[config.mk]
export PLATFORM = sky130hd
export DESIGN_NAME = pip_fetch_sel
export DESIGN_NICKNAME = d
export VERILOG_FILES = /design/src/rtl/pip_pkg.sv /design/src/rtl/pip_shadow_bank.sv /design/src/rtl/pip_hit_test.sv /design/src/rtl/pip_addr_gen.sv /design/src/rtl/pip_fetch_sel.sv
export SDC_FILE = /design/constraint.sdc
export NUM_CORES = 1
export LEC_CHECK = 0
export BUFFER_PORTS_ARGS = -buffer_cell sky130_fd_sc_hd__buf_2
export CORE_ASPECT_RATIO = 0.5
export CORE_MARGIN = 3
export CORE_UTILIZATION = 50
export DETAILED_ROUTE_END_ITERATION = 12
export PLACE_DENSITY = 0.76
export SLEW_MARGIN = 20
export SYNTH_ARGS = -nofsm -noshare
export SYNTH_HDL_FRONTEND = slang
export SYNTH_SLANG_ARGS = --single-unit
[constraint.sdc]
create_clock -name clk -period 11.6 [get_ports clk]
set_clock_uncertainty 0.1 [all_clocks]
set_input_delay 2.9 -clock clk [delete_from_list [all_inputs] [get_ports clk]]
set_output_delay 2.9 -clock clk [all_outputs]
set_load 0.005 [all_outputs]
[src/rtl/pip_pkg.sv]
package pip_pkg;

  typedef enum logic [2:0] {
    DEPTH_1  = 3'd0,
    DEPTH_2  = 3'd1,
    DEPTH_4  = 3'd2,
    DEPTH_8  = 3'd3,
    DEPTH_12 = 3'd4,
    DEPTH_16 = 3'd5
  } depth_e;

  // log2 of pixels per 16-bit word; unpacked modes give 0
  function automatic logic [2:0] pack_shift(input depth_e d);
    case (d)
      DEPTH_1: pack_shift = 3'd4;
      DEPTH_2: pack_shift = 3'd3;
      DEPTH_4: pack_shift = 3'd2;
      DEPTH_8: pack_shift = 3'd1;
      default: pack_shift = 3'd0;
    endcase
  endfunction

endpackage

[src/rtl/pip_shadow_bank.sv]
module pip_shadow_bank
  import pip_pkg::*;
#(
  parameter int XW = 10,
  parameter int YW = 10,
  parameter int AW = 24,
  parameter int SW = 12
) (
  input  logic          clk,
  input  logic          rst,
  input  logic          load,
  input  logic [AW-1:0] c_main_base,
  input  logic [SW-1:0] c_main_stride,
  input  logic [AW-1:0] c_sub_base,
  input  logic [SW-1:0] c_sub_stride,
  input  logic [XW-1:0] c_x0,
  input  logic [XW-1:0] c_x1,
  input  logic [YW-1:0] c_y0,
  input  logic [YW-1:0] c_y1,
  input  logic [2:0]    c_depth,
  output logic [AW-1:0] s_main_base,
  output logic [SW-1:0] s_main_stride,
  output logic [AW-1:0] s_sub_base,
  output logic [SW-1:0] s_sub_stride,
  output logic [XW-1:0] s_x0,
  output logic [XW-1:0] s_x1,
  output logic [YW-1:0] s_y0,
  output logic [YW-1:0] s_y1,
  output depth_e        s_depth
);

  always_ff @(posedge clk) begin
    if (rst) begin
      s_main_base   <= '0;
      s_main_stride <= '0;
      s_sub_base    <= '0;
      s_sub_stride  <= '0;
      s_x0          <= '0;
      s_x1          <= '0;
      s_y0          <= '0;
      s_y1          <= '0;
      s_depth       <= DEPTH_1;
    end else if (load) begin
      s_main_base   <= c_main_base;
      s_main_stride <= c_main_stride;
      s_sub_base    <= c_sub_base;
      s_sub_stride  <= c_sub_stride;
      s_x0          <= c_x0;
      s_x1          <= c_x1;
      s_y0          <= c_y0;
      s_y1          <= c_y1;
      s_depth       <= depth_e'(c_depth);
    end
  end

endmodule

[src/rtl/pip_hit_test.sv]
module pip_hit_test #(
  parameter int XW = 10,
  parameter int YW = 10
) (
  input  logic [XW-1:0] x,
  input  logic [YW-1:0] y,
  input  logic [XW-1:0] x0,
  input  logic [XW-1:0] x1,
  input  logic [YW-1:0] y0,
  input  logic [YW-1:0] y1,
  output logic          hit,
  output logic [XW-1:0] rel_x,
  output logic [YW-1:0] rel_y
);

  logic in_cols, in_rows;

  always_comb begin
    in_cols = (x >= x0) && (x <= x1);
    in_rows = (y >= y0) && (y <= y1);
    hit     = in_cols && in_rows;
    rel_x   = x - x0;
    rel_y   = y - y0;
  end

endmodule

[src/rtl/pip_addr_gen.sv]
module pip_addr_gen
  import pip_pkg::*;
#(
  parameter int XW = 10,
  parameter int YW = 10,
  parameter int AW = 24,
  parameter int SW = 12
) (
  input  logic [AW-1:0] base,
  input  logic [SW-1:0] stride,
  input  logic [YW-1:0] row,
  input  logic [XW-1:0] col,
  input  depth_e        depth,
  output logic [AW-1:0] addr,
  output logic [3:0]    bit_off
);

  logic [2:0]    sh;
  logic [3:0]    lane_mask;
  logic [3:0]    lane;
  logic [AW-1:0] line_off;
  logic [AW-1:0] word_off;

  always_comb begin
    sh        = pack_shift(depth);
    lane_mask = (4'd1 << sh) - 4'd1;
    lane      = col[3:0] & lane_mask;
    line_off  = AW'(row) * AW'(stride);
    word_off  = AW'(col >> sh);
    addr      = base + line_off + word_off;
    bit_off   = lane << (3'd4 - sh);
  end

endmodule

[src/rtl/pip_fetch_sel.sv]
module pip_fetch_sel
  import pip_pkg::*;
#(
  parameter int XW = 10,
  parameter int YW = 10,
  parameter int AW = 24,
  parameter int SW = 12
) (
  input  logic          clk,
  input  logic          rst,
  input  logic          frame_start,
  input  logic [AW-1:0] cfg_main_base,
  input  logic [SW-1:0] cfg_main_stride,
  input  logic [AW-1:0] cfg_sub_base,
  input  logic [SW-1:0] cfg_sub_stride,
  input  logic [XW-1:0] cfg_sub_x0,
  input  logic [XW-1:0] cfg_sub_x1,
  input  logic [YW-1:0] cfg_sub_y0,
  input  logic [YW-1:0] cfg_sub_y1,
  input  logic [2:0]    cfg_bpp,
  input  logic          in_valid,
  output logic          in_ready,
  input  logic [XW-1:0] in_x,
  input  logic [YW-1:0] in_y,
  output logic          out_valid,
  input  logic          out_ready,
  output logic [AW-1:0] out_addr,
  output logic          out_sub,
  output logic [3:0]    out_bit
);

  localparam int NWIN = 2;
  localparam int WMAIN = 0;
  localparam int WSUB = 1;

  logic [AW-1:0] sh_main_base, sh_sub_base;
  logic [SW-1:0] sh_main_stride, sh_sub_stride;
  logic [XW-1:0] sh_x0, sh_x1;
  logic [YW-1:0] sh_y0, sh_y1;
  depth_e        sh_depth;

  pip_shadow_bank #(.XW(XW), .YW(YW), .AW(AW), .SW(SW)) u_shadow (
    .clk(clk), .rst(rst), .load(frame_start),
    .c_main_base(cfg_main_base), .c_main_stride(cfg_main_stride),
    .c_sub_base(cfg_sub_base), .c_sub_stride(cfg_sub_stride),
    .c_x0(cfg_sub_x0), .c_x1(cfg_sub_x1), .c_y0(cfg_sub_y0), .c_y1(cfg_sub_y1),
    .c_depth(cfg_bpp),
    .s_main_base(sh_main_base), .s_main_stride(sh_main_stride),
    .s_sub_base(sh_sub_base), .s_sub_stride(sh_sub_stride),
    .s_x0(sh_x0), .s_x1(sh_x1), .s_y0(sh_y0), .s_y1(sh_y1),
    .s_depth(sh_depth)
  );

  logic          hit;
  logic [XW-1:0] sub_col;
  logic [YW-1:0] sub_row;

  pip_hit_test #(.XW(XW), .YW(YW)) u_hit (
    .x(in_x), .y(in_y), .x0(sh_x0), .x1(sh_x1), .y0(sh_y0), .y1(sh_y1),
    .hit(hit), .rel_x(sub_col), .rel_y(sub_row)
  );

  logic [AW-1:0] win_base   [NWIN];
  logic [SW-1:0] win_stride [NWIN];
  logic [YW-1:0] win_row    [NWIN];
  logic [XW-1:0] win_col    [NWIN];
  logic [AW-1:0] win_addr   [NWIN];
  logic [3:0]    win_bit    [NWIN];

  assign win_base[WMAIN]   = sh_main_base;
  assign win_stride[WMAIN] = sh_main_stride;
  assign win_row[WMAIN]    = in_y;
  assign win_col[WMAIN]    = in_x;
  assign win_base[WSUB]    = sh_sub_base;
  assign win_stride[WSUB]  = sh_sub_stride;
  assign win_row[WSUB]     = sub_row;
  assign win_col[WSUB]     = sub_col;

  for (genvar w = 0; w < NWIN; w++) begin : g_win
    pip_addr_gen #(.XW(XW), .YW(YW), .AW(AW), .SW(SW)) u_agen (
      .base(win_base[w]), .stride(win_stride[w]),
      .row(win_row[w]), .col(win_col[w]), .depth(sh_depth),
      .addr(win_addr[w]), .bit_off(win_bit[w])
    );
  end

  logic in_fire;
  assign in_ready = !out_valid || out_ready;
  assign in_fire  = in_valid && in_ready;

  always_ff @(posedge clk) begin
    if (rst) begin
      out_valid <= 1'b0;
      out_addr  <= '0;
      out_sub   <= 1'b0;
      out_bit   <= '0;
    end else begin
      if (in_ready) out_valid <= in_valid;
      if (in_fire) begin
        out_sub  <= hit;
        out_addr <= hit ? win_addr[WSUB] : win_addr[WMAIN];
        out_bit  <= hit ? win_bit[WSUB] : win_bit[WMAIN];
      end
    end
  end

endmodule

Yosys cells after proc, flatten, opt, wreduce, memory -nomap -nowiden
Cells that the tools add are included.

word-level totals
  memory bits (read-only) = 0
  register bits after elaboration = 145
  memories = 0
  latch bits = 0
  word-level logic and storage cells = 47
  bits in writable memories = 0
  input port bits = 140
  output and inout bits = 31

operators by class
  mux-type cells = 3
  div/mod/pow operators = 0
  $lt $le $gt $ge = 4
  equal/unequal tests = 3
  shifts and indexed selects = 5
  add/subtract/negate cells = 8
  bitwise logic cells = 2
  reductions and logical operators = 7
  $mul = 2

operators with widths
  cell                                                                   count
  24-bit by 22-bit adder with 24-bit output                              2
  24-bit adder                                                           2
  10-bit by 3-bit right shift with 24-bit output                         2
  10-bit by 12-bit multiplier with 22-bit output                         2
  24-bit 2-to-1 mux                                                      1
  10-bit greater-or-equal comparator                                     2
  10-bit <= comparator                                                   2
  10-bit subtractor                                                      2
  3-bit one-hot mux with 4 select lines                                  1
  4-bit AND                                                              2
  4-bit by 3-bit left shift with 4-bit output                            2
  3-bit by 2-bit equality test with 1-bit output, second input constant  2
  1-bit logical AND                                                      4
  4-bit 2-to-1 mux                                                       1
  1-bit by 3-bit left shift with 4-bit output, first input constant      1
  4-bit by 1-bit subtractor with 4-bit output, second input constant     1
  3-bit by 1-bit equality test with 1-bit output, second input constant  1
  3-bit zero test                                                        1
  3-bit subtractor, first input constant                                 1
  1-bit zero test                                                        1
  1-bit logical OR                                                       1

Depth between registers and ports, before layout
  word-level depth = 7
  gate-level depth with buffers = 31
  depth with buffers taken out = 30

Modules after synthesis
A second synthesis with hierarchy kept.

second synthesis, totals
  cells, all modules = 1991
  area, all modules = 17774.5 µm²

modules (own cells, without submodules)
  module                           sequential area each (µm²)  cells an instance  instances  area each (µm²)
  pip_addr_gen at g_win[1].u_agen  0.0                         667                1          5494.0
  pip_addr_gen at g_win[0].u_agen  0.0                         642                1          5452.7
  pip_shadow_bank                  2302.2                      371                1          4103.9
  pip_hit_test                     0.0                         209                1          1463.9
  pip_fetch_sel                    600.6                       102                1          1260.0

Worst setup path before layout
OpenSTA, ideal clock, no wires.

  kind = input to register
  from = input port in_y[0]
  to = register out_addr[21]
  path buffers = 2
  arrival time = 9.406 ns
  path slack = 2.016 ns
  data required time = 11.422 ns
  library setup time = 0.078 ns
  stages on the path = 29
  cells stage by stage = clkbuf_1 inv_1 ha_1 inv_1 fa_1 a21o_1 a21oi_1 o21ai_0 a21oi_1 xnor2_1 clkbuf_1 nand2_1 fa_1 fa_1 inv_1 fa_1 inv_1 fa_1 fa_1 inv_1 ha_1 and3_1 and3_1 a22o_1 a31o_2 o41ai_1 xnor2_1 o22ai_1 nor3_1

on the way
  longest elaborated chain between the ends = 5
  elaborated cells on any way between the ends = 12
  classes of those cells = add/sub (5); mul (2); order compare (2); mux (1); reduce/logical (2)

RTL lines
  item                                            RTL line              source
  start, declared                                 pip_fetch_sel.sv:24   input logic [YW-1:0] in_y,
  10-bit subtractor                               pip_hit_test.sv:23    rel_y = y - y0;
  10-bit by 12-bit multiplier with 22-bit output  pip_addr_gen.sv:28    line_off = AW'(row) * AW'(stride);
  24-bit by 22-bit adder with 24-bit output       pip_addr_gen.sv:30    addr = base + line_off + word_off;
  24-bit adder                                    pip_addr_gen.sv:30
  24-bit 2-to-1 mux *                             pip_fetch_sel.sv:101  out_addr <= hit ? win_addr[WSUB] : win_addr[WMAIN];
  end signal, assigned                            pip_fetch_sel.sv:101
  end, declared                                   pip_fetch_sel.sv:27   output logic [AW-1:0] out_addr,

Every way passes the cells marked *; elsewhere a longest branch is shown, timed or not.
A chain may end at the register's enable or synchronous reset.

Final worst setup path
  from = input port in_y[1]
  to = register out_addr[23]

Same word-level chain as after synthesis.

==> reports/metrics.cfg <==
[timing]
drv_slew=0
period_minus_slack_ps=9852
post-route-period-util=0.8493
fin_tns_setup_ps=0
setup_violations=0
fin_ws_ps=1748
fmaxAchievable_mhz=101.5
maxSlewHeadroom=0.2428
tightest_slew_ps=1136
rsz0062_at_grt=no
hold_viol_final=0

[logic_synthesis]
synthTopCellsByArea=fa_1 (26%), dfxtp_1 (17%), ha_1 (12%)
synth.avg_cell_area_um2=8.687
synth_fa_ha_area_frac=0.3792
synth_top_family_by_area=adder cells
synth_top_area_cell=fa_1
synth-seq-cells=145
synthSimpleGateAreaFrac=0.1541
synth_top_area_share=0.2627
synthMuxAreaShare=0.08986
synth_flop_cell=dfxtp_1
syn-num-nets=2488
synth-edff-count=0
synthArstFlopShare=0
synth_compound_area_frac=0.08561
synth_area_um2=17070
yosysWarnings=0
synth.distinct_cells=65
synth-xor-area-share=0.02463
ys_seq_area_frac=0.1701
netlist_instances=1965

[route]
wl_per_cell_um=17.26
drt_first_pass_iters=5
vias_per_cell=5.394
antenna_left=0
num_vias=13610
drtIter0Drc=1133
routed_wl_um=43540
drc=0

[outcome]
status=completed

[placed_design]
io_buffers=170
dp_hpwl_um=34140
finalWeightedCongestion=0.8868
dp_cells=2491
place_area_um2=18210
post-place-ws_ps=1270

[global_route]
grt_max_degree=85
grt_util_met3=0.04634
grt_first_pass_wirelength_um=69680
use_met2=0.4162
grt_pass1_vias=13580
top_usage_layer=met2
grt_util_met1=0.3199
grt_use_total=0.2432
gr-total-overflow=0
antenna_found_initial=0

[die]
die_x_um=267.3
die_h_um=136.7
rows=47
ios=171
core_um2=33340
initial_core_util=0.5120
dieArea_um2=36530

[setup_path]
crit_type=in -> reg
cp.arrival_ps=10120
slowest_stage=o41ai_1
critPathRequiredTime_ps=11870
cp_top_family=adder cells
slowest_delay_ps=550
path_buf_inv=5
cp_max_fo=15
cp-start-kind=input pin
end_kind=flop
path_common_cell=fa_1

[power]
p_per_area_nw_per_um2=143.1
ir_worst_vdd_uv=101.6
total_leakage_power_nw=9.416

[final_layout]
drive_gt1_frac=0.1110
area_growth_pct=9.983
final_core_util=0.5631
final_area_um2=18770
n_antenna_cell=0
nets=2592
final_cells=2523

[clocking]
clkTransAtPathRegs_ps=70
cts_setup_buffers=0
cts_root_buffer=clkbuf_16
clock_latency_ps=450
cts_max_level=4
cts.sinks=145
hold_buffers=0
clk_path_buf_depth=2
cts_tree=built
cts_resized=0
numCtsBuffers=17

[worst_hold_path]
holdCritPathClass=reg -> reg

[job]
drv_cap=0

==> sequential cells by signal, summed over array words and instances, names as in the netlist <==
name / cells
out_valid: 1
u_shadow.s_y1: 10
u_shadow.s_main_stride: 12
u_shadow.s_depth: 3
out_bit: 4
u_shadow.s_sub_stride: 12
u_shadow.s_y0: 10
u_shadow.s_sub_base: 24
u_shadow.s_main_base: 24
u_shadow.s_x0: 10
out_addr: 24
out_sub: 1
u_shadow.s_x1: 10
==> cell families (layout without fill, tap and decap cells) <==
| group | Yosys count | in the layout |
|---|---|---|
| AND/OR/NAND/NOR | 580 | 580 |
| buffers and inverters | 436 | 553 |
| adder cells (fa/ha/maj) | 383 | 383 |
| AO/OA/AOI/OAI | 224 | 224 |
| multiplexers | 149 | 149 |
| flip-flops | 145 | 145 |
| XOR/XNOR | 48 | 48 |
==> final timing paths <==
path | cells after the start | start | end | slack, ps
setup reg to reg | 28 | u_shadow.s_y0[1]$_SDFFE_PP0P_ | out_addr[23]$_SDFFE_PP0P_ | 4020
hold / removal | 2 | out_bit[3]$_SDFFE_PP0P_ | out_bit[3]$_SDFFE_PP0P_ | 350
hold reg to reg | 2 | out_bit[3]$_SDFFE_PP0P_ | out_bit[3]$_SDFFE_PP0P_ | 350
setup / recovery | 28 | in_y[1] | out_addr[23]$_SDFFE_PP0P_ | 1750
==> synth_stat cells (5+ instances only) <==
| master | count |
|---|---|
| inv_1 | 339 |
| fa_1 | 224 |
| nand2_1 | 200 |
| nor2_1 | 184 |
| ha_1 | 159 |
| dfxtp_1 | 145 |
| mux2i_1 | 142 |
| and2_1 | 95 |
| clkbuf_1 | 89 |
| a21oi_1 | 57 |
| o21ai_0 | 49 |
| xnor2_1 | 28 |
| a211oi_1 | 23 |
| nor3_1 | 21 |
| xor2_1 | 20 |
| nor2b_1 | 17 |
| nand2b_1 | 14 |
| nand3_1 | 14 |
| a21o_1 | 13 |
| o21a_1 | 13 |
| nand4_1 | 9 |
| and3_1 | 8 |
| a31oi_1 | 7 |
| o211ai_1 | 7 |
| o21bai_1 | 6 |
| or3_1 | 6 |
| a2111oi_0 | 5 |
| buf_1 | 5 |
| o22ai_1 | 5 |
| o31ai_1 | 5 |
==> final cells by class <==
class                   count  area, µm²
repair buffers            182      949.7
fillers                  2895      14570
well taps                 441      551.8
clock inverters            14      127.6
clock buffers              18      429.2
flip-flops and latches    145       2903
inverters                 339       1272
multi-input cells        1384      12540
==> worst register-to-register path, delay by kind of cell, from the launching register on <==
family / cells / cell delay, ps
and+or+nand+nor: 6 / 1110
adders and majority gates: 7 / 2990
buffers and inverters: 5 / 280
DFF: 1 / 360
AOI/OAI and AO/OA: 9 / 2420
muxes: 1 / 250
==> per-layer routing <==
layer / share of wire / vias to the layer above / routed length (µm)
li1: - / 6461 / -
met1: 0.43 / 6687 / 18690
met2: 0.49 / 397 / 21400
met3: 0.061 / 64 / 2656
met4: 0.018 / 0 / 801
met5: 0 / - / 0
==> metrics by stage <==
step	hold WS [ps]	total power, mW
floorplan	348.2	1.697
global placement	339.6	2.077
detailed placement	343.9	2.113
CTS	352.8	2.677
global route	369.1	2.908
finish	347.1	2.687
==> placed cells by master (no fill, tap or decap), types with 14 or more instances in the layout <==
| cell type | n |
|---|---|
| inv_1 | 339 |
| fa_1 | 224 |
| nand2_1 | 200 |
| nor2_1 | 183 |
| buf_2 | 168 |
| ha_1 | 159 |
| dfxtp_1 | 145 |
| mux2i_1 | 142 |
| and2_1 | 95 |
| a21oi_1 | 57 |
| o21ai_0 | 49 |
| xnor2_1 | 28 |
| a211oi_1 | 23 |
| nor3_1 | 21 |
| xor2_1 | 20 |
| nor2b_1 | 17 |
| clkbuf_16 | 17 |
| nand2b_1 | 14 |
| nand3_1 | 14 |
==> report_power, final <==
group          switching (mW)  total (mW)  internal, mW
clock                   0.249       0.547         0.298
combinational           0.919        1.56         0.637
sequential             0.0440       0.585         0.541
No activity file was read; power rests on OpenSTA's default activity.
